### config.mk
export PLATFORM = sky130hd
export DESIGN_NAME = btc_cache
export DESIGN_NICKNAME = d
export VERILOG_FILES = /design/src/rtl/btc_pkg.sv /design/src/rtl/btc_tag_array.sv /design/src/rtl/btc_data_array.sv /design/src/rtl/btc_victim.sv /design/src/rtl/btc_miss_ctrl.sv /design/src/rtl/btc_cache.sv
export SDC_FILE = /design/constraint.sdc
export NUM_CORES = 2
export LEC_CHECK = 0
export ABC_CLOCK_PERIOD_IN_PS = 5000
export BUFFER_PORTS_ARGS = -buffer_cell sky130_fd_sc_hd__buf_2
export CAP_MARGIN = 40
export CORE_ASPECT_RATIO = 1.1
export CORE_MARGIN = 2
export CORE_UTILIZATION = 59
export CTS_BUF_LIST = sky130_fd_sc_hd__clkbuf_2 sky130_fd_sc_hd__clkbuf_4 sky130_fd_sc_hd__clkbuf_8
export CTS_CLUSTER_SIZE = 20
export DETAILED_ROUTE_END_ITERATION = 6
export PLACE_DENSITY = 0.78
export SLEW_MARGIN = 40
export SYNTH_ARGS = -nofsm -noshare
export SYNTH_HDL_FRONTEND = slang
export SYNTH_SLANG_ARGS = --single-unit
### constraint.sdc
create_clock -name clk -period 5 [get_ports clk]
set_input_delay 1 -clock clk [delete_from_list [all_inputs] [get_ports clk]]
set_output_delay 1 -clock clk [all_outputs]
set_load 0.01 [all_outputs]
### src/rtl/btc_pkg.sv
`timescale 1ns/1ps
package btc_pkg;

  typedef enum logic [1:0] {
    ST_IDLE = 2'd0,
    ST_REQ  = 2'd1,
    ST_WAIT = 2'd2
  } btc_state_e;

  // Feedback tap masks of maximal-length Fibonacci LFSRs, indexed by width.
  function automatic logic [7:0] lfsr_taps(input int unsigned width);
    case (width)
      2:       return 8'h03;
      3:       return 8'h06;
      4:       return 8'h0C;
      5:       return 8'h14;
      6:       return 8'h30;
      7:       return 8'h60;
      default: return 8'hB8;
    endcase
  endfunction

endpackage

### src/rtl/btc_tag_array.sv
`timescale 1ns/1ps
module btc_tag_array #(
  parameter int unsigned ENTRIES = 32,
  parameter int unsigned TAG_W   = 13,
  parameter int unsigned IDX_W   = 5
) (
  input  logic             clk,
  input  logic             rst_n,
  input  logic             flush,
  input  logic [TAG_W-1:0] lookup_tag,
  input  logic             wr_en,
  input  logic [IDX_W-1:0] wr_idx,
  input  logic [TAG_W-1:0] wr_tag,
  output logic             hit,
  output logic [IDX_W-1:0] hit_idx
);

  logic [ENTRIES-1:0] valid_q;
  logic [TAG_W-1:0]   tag_q [ENTRIES];
  logic [ENTRIES-1:0] match;

  always_ff @(posedge clk or negedge rst_n) begin
    if (!rst_n) begin
      valid_q <= '0;
      for (int i = 0; i < ENTRIES; i++) tag_q[i] <= '0;
    end else if (flush) begin
      valid_q <= '0;
    end else if (wr_en) begin
      valid_q[wr_idx] <= 1'b1;
      tag_q[wr_idx]   <= wr_tag;
    end
  end

  generate
    for (genvar g = 0; g < ENTRIES; g++) begin : g_cmp
      assign match[g] = valid_q[g] && (tag_q[g] == lookup_tag);
    end
  endgenerate

  // Lowest-numbered matching entry wins.
  always_comb begin
    hit_idx = '0;
    for (int i = ENTRIES - 1; i >= 0; i--) begin
      if (match[i]) hit_idx = IDX_W'(i);
    end
  end

  assign hit = |match;

  a_r7_flush_empties: assert property (@(posedge clk) disable iff (!rst_n)
    flush |=> (valid_q == '0));

endmodule

### src/rtl/btc_data_array.sv
`timescale 1ns/1ps
module btc_data_array #(
  parameter int unsigned ENTRIES   = 32,
  parameter int unsigned IDX_W     = 5,
  parameter int unsigned SLOT_BITS = 32
) (
  input  logic                 clk,
  input  logic                 wr_en,
  input  logic [IDX_W-1:0]     wr_idx,
  input  logic [SLOT_BITS-1:0] wr_data,
  input  logic [IDX_W-1:0]     rd_idx,
  output logic [SLOT_BITS-1:0] rd_data
);

  logic [SLOT_BITS-1:0] line_q [ENTRIES];

  always_ff @(posedge clk) begin
    if (wr_en) line_q[wr_idx] <= wr_data;
  end

  assign rd_data = line_q[rd_idx];

endmodule

### src/rtl/btc_victim.sv
`timescale 1ns/1ps
module btc_victim #(
  parameter int unsigned ENTRIES = 32,
  parameter int unsigned IDX_W   = 5
) (
  input  logic             clk,
  input  logic             rst_n,
  input  logic             step,
  input  logic             use_random,
  output logic [IDX_W-1:0] victim
);

  localparam logic [IDX_W-1:0] LAST = IDX_W'(ENTRIES - 1);
  localparam logic [7:0]       TAPS = btc_pkg::lfsr_taps(IDX_W);

  logic [IDX_W-1:0] ptr_q, ptr_d;
  logic             up_q, up_d;
  logic [IDX_W-1:0] lfsr_q;

  function automatic logic [IDX_W-1:0] lfsr_next(input logic [IDX_W-1:0] q);
    return {q[IDX_W-2:0], ^(q & TAPS[IDX_W-1:0])};
  endfunction

  // Sweep up to the last entry, then back down, never repeating an end.
  always_comb begin
    ptr_d = ptr_q;
    up_d  = up_q;
    if (up_q) begin
      if (ptr_q == LAST) begin
        ptr_d = LAST - IDX_W'(1);
        up_d  = 1'b0;
      end else begin
        ptr_d = ptr_q + IDX_W'(1);
      end
    end else begin
      if (ptr_q == '0) begin
        ptr_d = IDX_W'(1);
        up_d  = 1'b1;
      end else begin
        ptr_d = ptr_q - IDX_W'(1);
      end
    end
  end

  always_ff @(posedge clk or negedge rst_n) begin
    if (!rst_n) begin
      ptr_q  <= '0;
      up_q   <= 1'b1;
      lfsr_q <= IDX_W'(1);
    end else if (step) begin
      ptr_q  <= ptr_d;
      up_q   <= up_d;
      lfsr_q <= lfsr_next(lfsr_q);
    end
  end

  assign victim = use_random ? lfsr_q : ptr_q;

  a_r6_lfsr_nonzero: assert property (@(posedge clk) disable iff (!rst_n)
    lfsr_q != '0);

  a_r5_sweep_moves_one: assert property (@(posedge clk) disable iff (!rst_n)
    step |=> ((ptr_q == $past(ptr_q) + IDX_W'(1)) || (ptr_q == $past(ptr_q) - IDX_W'(1))));

  a_r5_sweep_holds: assert property (@(posedge clk) disable iff (!rst_n)
    !step |=> $stable(ptr_q));

endmodule

### src/rtl/btc_miss_ctrl.sv
`timescale 1ns/1ps
module btc_miss_ctrl #(
  parameter int unsigned TAG_W   = 13,
  parameter int unsigned THR_W   = 2,
  parameter int unsigned STALL_W = 3
) (
  input  logic             clk,
  input  logic             rst_n,
  input  logic             fetch_valid,
  input  logic             lookup_hit,
  input  logic [TAG_W-1:0] fetch_tag,
  input  logic             flush,
  input  logic [THR_W-1:0] thresh,
  input  logic             flash_req_ready,
  input  logic             flash_rsp_valid,
  output logic             flash_req_valid,
  output logic [TAG_W-1:0] flash_req_line,
  output logic             idle,
  output logic             resp_done,
  output logic             fill_en,
  output logic [TAG_W-1:0] fill_tag
);

  import btc_pkg::*;

  localparam logic [STALL_W-1:0] STALL_MAX = {STALL_W{1'b1}};

  btc_state_e       state_q;
  logic [TAG_W-1:0] line_q;
  logic [STALL_W-1:0] stall_q;
  logic             miss_start;

  function automatic logic [STALL_W-1:0] sat_inc(input logic [STALL_W-1:0] v);
    return (v == STALL_MAX) ? v : v + STALL_W'(1);
  endfunction

  function automatic logic keep_line(input logic [STALL_W-1:0] s,
                                     input logic [THR_W-1:0] t);
    return s > STALL_W'(t);
  endfunction

  assign idle            = (state_q == ST_IDLE);
  assign miss_start      = idle && fetch_valid && !lookup_hit;
  assign flash_req_valid = miss_start || (state_q == ST_REQ);
  assign flash_req_line  = idle ? fetch_tag : line_q;
  assign resp_done       = (state_q == ST_WAIT) && flash_rsp_valid;
  assign fill_en         = resp_done && keep_line(stall_q, thresh) && !flush;
  assign fill_tag        = line_q;

  always_ff @(posedge clk or negedge rst_n) begin
    if (!rst_n) begin
      state_q <= ST_IDLE;
      line_q  <= '0;
      stall_q <= '0;
    end else begin
      case (state_q)
        ST_IDLE: begin
          if (miss_start) begin
            line_q  <= fetch_tag;
            stall_q <= STALL_W'(1);
            state_q <= flash_req_ready ? ST_WAIT : ST_REQ;
          end
        end
        ST_REQ: begin
          stall_q <= sat_inc(stall_q);
          if (flash_req_ready) state_q <= ST_WAIT;
        end
        ST_WAIT: begin
          if (flash_rsp_valid) begin
            stall_q <= '0;
            state_q <= ST_IDLE;
          end else begin
            stall_q <= sat_inc(stall_q);
          end
        end
        default: state_q <= ST_IDLE;
      endcase
    end
  end

  a_r2_req_held: assert property (@(posedge clk) disable iff (!rst_n)
    (flash_req_valid && !flash_req_ready) |=> (flash_req_valid && $stable(flash_req_line)));

  a_r9_stall_saturates: assert property (@(posedge clk) disable iff (!rst_n)
    ((stall_q == STALL_MAX) && !idle && !resp_done) |=> (stall_q == STALL_MAX));

endmodule

### src/rtl/btc_cache.sv
`timescale 1ns/1ps
module btc_cache #(
  parameter int unsigned ADDR_W     = 15,
  parameter int unsigned SLOT_BYTES = 4,
  parameter int unsigned ENTRIES    = 32,
  parameter int unsigned THR_W      = 2,
  parameter int unsigned STALL_W    = 3
) (
  input  logic                         clk,
  input  logic                         rst_n,
  input  logic                         fetch_valid,
  input  logic [ADDR_W-1:0]            fetch_addr,
  output logic                         fetch_ready,
  output logic [7:0]                   fetch_data,
  input  logic                         flush,
  input  logic                         repl_random,
  input  logic [THR_W-1:0]             miss_thresh,
  output logic                         flash_req_valid,
  input  logic                         flash_req_ready,
  output logic [ADDR_W-$clog2(SLOT_BYTES)-1:0] flash_req_line,
  input  logic                         flash_rsp_valid,
  input  logic [8*SLOT_BYTES-1:0]      flash_rsp_data
);

  localparam int unsigned OFF_W     = $clog2(SLOT_BYTES);
  localparam int unsigned TAG_W     = ADDR_W - OFF_W;
  localparam int unsigned IDX_W     = $clog2(ENTRIES);
  localparam int unsigned SLOT_BITS = 8 * SLOT_BYTES;

  logic [TAG_W-1:0]     fetch_tag;
  logic [OFF_W-1:0]     fetch_off;
  logic                 tag_hit;
  logic [IDX_W-1:0]     hit_idx;
  logic                 ctrl_idle;
  logic                 resp_done;
  logic                 fill_en;
  logic [TAG_W-1:0]     fill_tag;
  logic [IDX_W-1:0]     victim;
  logic [SLOT_BITS-1:0] stored_line;
  logic                 hit_now;

  function automatic logic [7:0] pick_byte(input logic [SLOT_BITS-1:0] line,
                                           input logic [OFF_W-1:0] off);
    return line[8*off +: 8];
  endfunction

  assign fetch_tag = fetch_addr[ADDR_W-1:OFF_W];
  assign fetch_off = fetch_addr[OFF_W-1:0];

  btc_tag_array #(
    .ENTRIES (ENTRIES),
    .TAG_W   (TAG_W),
    .IDX_W   (IDX_W)
  ) u_tags (
    .clk        (clk),
    .rst_n      (rst_n),
    .flush      (flush),
    .lookup_tag (fetch_tag),
    .wr_en      (fill_en),
    .wr_idx     (victim),
    .wr_tag     (fill_tag),
    .hit        (tag_hit),
    .hit_idx    (hit_idx)
  );

  btc_data_array #(
    .ENTRIES   (ENTRIES),
    .IDX_W     (IDX_W),
    .SLOT_BITS (SLOT_BITS)
  ) u_data (
    .clk     (clk),
    .wr_en   (fill_en),
    .wr_idx  (victim),
    .wr_data (flash_rsp_data),
    .rd_idx  (hit_idx),
    .rd_data (stored_line)
  );

  btc_victim #(
    .ENTRIES (ENTRIES),
    .IDX_W   (IDX_W)
  ) u_victim (
    .clk        (clk),
    .rst_n      (rst_n),
    .step       (fill_en),
    .use_random (repl_random),
    .victim     (victim)
  );

  btc_miss_ctrl #(
    .TAG_W   (TAG_W),
    .THR_W   (THR_W),
    .STALL_W (STALL_W)
  ) u_ctrl (
    .clk             (clk),
    .rst_n           (rst_n),
    .fetch_valid     (fetch_valid),
    .lookup_hit      (tag_hit),
    .fetch_tag       (fetch_tag),
    .flush           (flush),
    .thresh          (miss_thresh),
    .flash_req_ready (flash_req_ready),
    .flash_rsp_valid (flash_rsp_valid),
    .flash_req_valid (flash_req_valid),
    .flash_req_line  (flash_req_line),
    .idle            (ctrl_idle),
    .resp_done       (resp_done),
    .fill_en         (fill_en),
    .fill_tag        (fill_tag)
  );

  assign hit_now     = ctrl_idle && fetch_valid && tag_hit;
  assign fetch_ready = hit_now || resp_done;
  assign fetch_data  = resp_done ? pick_byte(flash_rsp_data, fetch_off)
                                 : pick_byte(stored_line, fetch_off);

  a_r1_hit_no_request: assert property (@(posedge clk) disable iff (!rst_n)
    hit_now |-> !flash_req_valid);

  a_r3_fill_after_stall: assert property (@(posedge clk) disable iff (!rst_n)
    fill_en |-> $past(!fetch_ready));

  a_r8_quiet_without_fetch: assert property (@(posedge clk) disable iff (!rst_n)
    (!fetch_valid && ctrl_idle) |-> (!fetch_ready && !flash_req_valid));

endmodule

==> impl_metrics.csv <==
group,metric,value,unit
power,ir_drop,0.682,mV
min_path,hold_path_class,"in -> async",
floorplan,die_y,357,um
critical_path,critical_path_arrival,5500,ps
detailed_routing,drt_first_pass_iters,6,
critical_path,slowest_stage,"dfrtp_1",
power,total_power,27.9,mW
critical_path,worst_r2r_path_depth,11,
yosys,seq_area_frac_synth,64.0,%
detailed_routing,drt-vias-per-instance,6.30,
layout,area_growth,22.2,%
yosys,synthTopCellsByCount,"1929 x nand2_1, 1024 x edfxtp_1, 475 x dfrtp_1, 412 x xnor2_1, 252 x mux2i_1",
yosys,ys_seq_elements,1501,
clock_tree,clock_sinks,1501,
yosys,synth_nets,5796,
placed_design,portBuffers,78,
critical_path,startpoint_type,"flop",
floorplan,dieArea,0.116,sq mm
timing,whs,40.4,ps
yosys,synth.most_common_cell,"nand2_1",
timing,tightest_slew,808,ps
yosys,syn_area,0.0667,sq mm
placed_design,dpl.hpwl,140000,um
yosys,yosysTopAreaCell,"edfxtp_1",
yosys,yosys_warnings,0,
layout,fillers,7152,
detailed_routing,routed-via-count,52000,
timing,skew,67.9,ps
yosys,synth_top_area_share,46.1,%
critical_path,critPathMaxStageDelay,420,ps
layout,nets,6608,
grt,grt_pass1_wl,324000,um
timing,hold_viol_final,0,
grt,grt_max_degree,107,
timing,worst_slack,-1500,ps
detailed_routing,antenna_left,0,
grt,first_global_vias,51000,
timing,fin_crit_sh,130,%
critical_path,worstSetupPathType,"reg -> out",
layout,finalInstanceArea,0.0815,sq mm
clock_tree,worst_skew_pair.late_latency,1000,ps
yosys,yosysUniqueCellTypes,89,
floorplan,fp.coreArea,0.112,sq mm
detailed_routing,wl_per_cell,27.5,um
timing,timing.fmax,154,MHz
grt,antenna_found_initial,7,
critical_path,end_kind,"output pin",
yosys,synth_flop_cell,"edfxtp_1",
timing,rsz0062_at_grt,"true",
yosys,synth-async-reset-ratio,31.8,%
clock_tree,numCtsBuffers,226,
outcome,violations,"setup timing",
clock_tree,ctsLongestPathBuffers,3,
power,powerDensity,342,mW/mm^2
detailed_routing,wl,227000,um
yosys,synth_edf_count,1024,
critical_path,critPathMostFrequentCell,"buf_4",
power,power_leakage,33.5,nW
clock_tree,cts_tree,"built",
timing,setup_viol,8,
timing,fin_tns_setup,-11440,ps
placed_design,post_dp_cell_area,0.0744,sq mm
timing,slew_headroom,45.9,%
clock_tree,htreeDepth,4,
outcome,status,"finished with violations",
floorplan,io_pins,79,
yosys,postSynthCellCount,5731,
placed_design,place.gp.congestion,0.969,
yosys,synth_area_leaders,"edfxtp_1 46%, dfrtp_1 18%, nand2_1 11%, xnor2_1 5.4%, mux2i_1 3.8%",
yosys,avgSynthCellArea,11.6,sq um
grt,grtUsageTotal,38.1,%
grt,gr-total-overflow,0,
detailed_routing,first_iter_violations,7630,
detailed_routing,drc,0,
critical_path,worst_ep_required_time,4000,ps
layout,drive_above_1_share,24.8,%
clock_tree,root_buffer,"clkbuf_8",
flow_run,maxCapViolations,0,
floorplan,die_w,325,um
floorplan,start_util,59.4,%
timing,drv_slew,0,
clock_tree,clkSlewWorstSetupHoldPaths,60,ps
floorplan,fp-row-count,129,
timing,fin_crit,6500,ps
critical_path,crit_fanout,5,
critical_path,critical_path.cell_chain,"xnor2_2 > nand4_1 > nor4_4 > buf_4 > o211ai_1 > a211oi_2 > o31ai_4 > a2111oi_4 > buf_4 > o21a_4 > buf_12 > buf_8 > buf_4 > buf_4 > buf_4 > mux2i_1 > o22ai_1 > a211oi_2 > a31oi_1 > buf_4 > a21oi_4 > buf_2",
power breakdown:
group          switching [mW]  internal [mW]  total, mW  leakage (nW)
Sequential              0.358           13.6       14.0          15.8
Combinational            2.50           1.14       3.65          15.3
Clock                    4.89           5.35       10.2          2.39
worst max-delay path, delay by kind of cell (launching register included):
kind,cells,cell delay [ps]
multiplexers,1,190
AO/OA/AOI/OAI,9,1740
AND/OR/NAND/NOR,2,570
flip-flops,1,420
XOR/XNOR,1,210
buffers and inverters,9,1410
cells in the final DEF, fill, tap and decap left out, types with 66 or more instances in the layout:
cell      count
nand2_1    1916
edfxtp_1   1024
buf_4       654
dfrtp_1     462
xnor2_1     352
clkbuf_8    252
mux2i_1     247
nand4_1     189
buf_12      117
a21oi_1     108
nor2_1      104
mux2_2       78
o21ai_0      75
clkbuf_4     73
buf_2        70
a211oi_1     66
state kept, by name (all words and copies together) (netlist names):
| name | count |
|---|---|
| u_victim.lfsr_q | 5 |
| u_victim.ptr_q | 5 |
| u_ctrl.state_q | 2 |
| u_data.line_q | 1024 |
| u_tags.tag_q | 416 |
| u_ctrl.fill_tag | 13 |
| u_tags.valid_q | 32 |
| u_victim.up_q | 1 |
| u_ctrl.stall_q | 3 |
final cells by class:
class	instances	area [sq um]	share of cell area [%]
antenna	9	22.5	0.0276
clock buffer	324	4010	4.92
clock inverter	91	549	0.674
inverter	51	191	0.235
multi-input combinational	3853	23600	28.9
sequential	1501	42700	52.4
tap	1506	1880	2.31
timing repair buffer	910	8600	10.6
kinds of logic (layout without fill, tap and decap cells):
kind of cell	Yosys count	count (layout)	synth area share (%)
flops	1501	1501	64.0
other cells	0	9	0
fa+ha+maj	9	9	0.169
simple gates	2552	2552	16.4
mux	330	330	5.10
xor+xnor	417	417	5.52
compound gates	545	545	5.78
buf+inv	377	1376	3.08
layer usage:
layer	wire (um)	vias up	track usage, %
li1	-	21900	-
met1	74300	24900	45.3
met2	104000	4088	61.7
met3	27800	1104	8.85
met4	20200	2	27.1
met5	13	-	0
timing repair:
action,CTS,global route
setup buffers,43,50
hold buffers,0,0
pin swaps,79,80
setup endpoints to repair,10,8
resized for setup,176,144
gates cloned,3,5
per-stage QoR:
| step | instances | utilization (%) | worst slack [ps] |
|---|---|---|---|
| after floorplan | 5731 | - | -263 |
| after global placement | 7729 | 66.3 | -2060 |
| after detailed placement | 7729 | 66.3 | -2040 |
| after CTS | 8186 | 71.5 | -1480 |
| after global routing | 8242 | 72.6 | -1570 |
| final | 8245 | 72.6 | -1500 |
path summary, 6_finish.rpt:
check / start / slack [ps] / endpoint
setup / recovery: u_tags.tag_q[10] / -1500 / fetch_data[0]
hold / removal: rst_n / 40 / u_tags.tag_q[242]
setup reg to reg: u_ctrl.state_q[0] / 880 / u_data.line_q[22][26]
hold reg to reg: u_tags.valid_q[27] / 480 / u_tags.valid_q[27]
max in group asynchronous: rst_n / 3780 / u_victim.ptr_q[4]
min in group clk: flash_rsp_data[4] / 340 / u_data.line_q[8][4]
No activity file was read; power rests on OpenSTA's default activity.
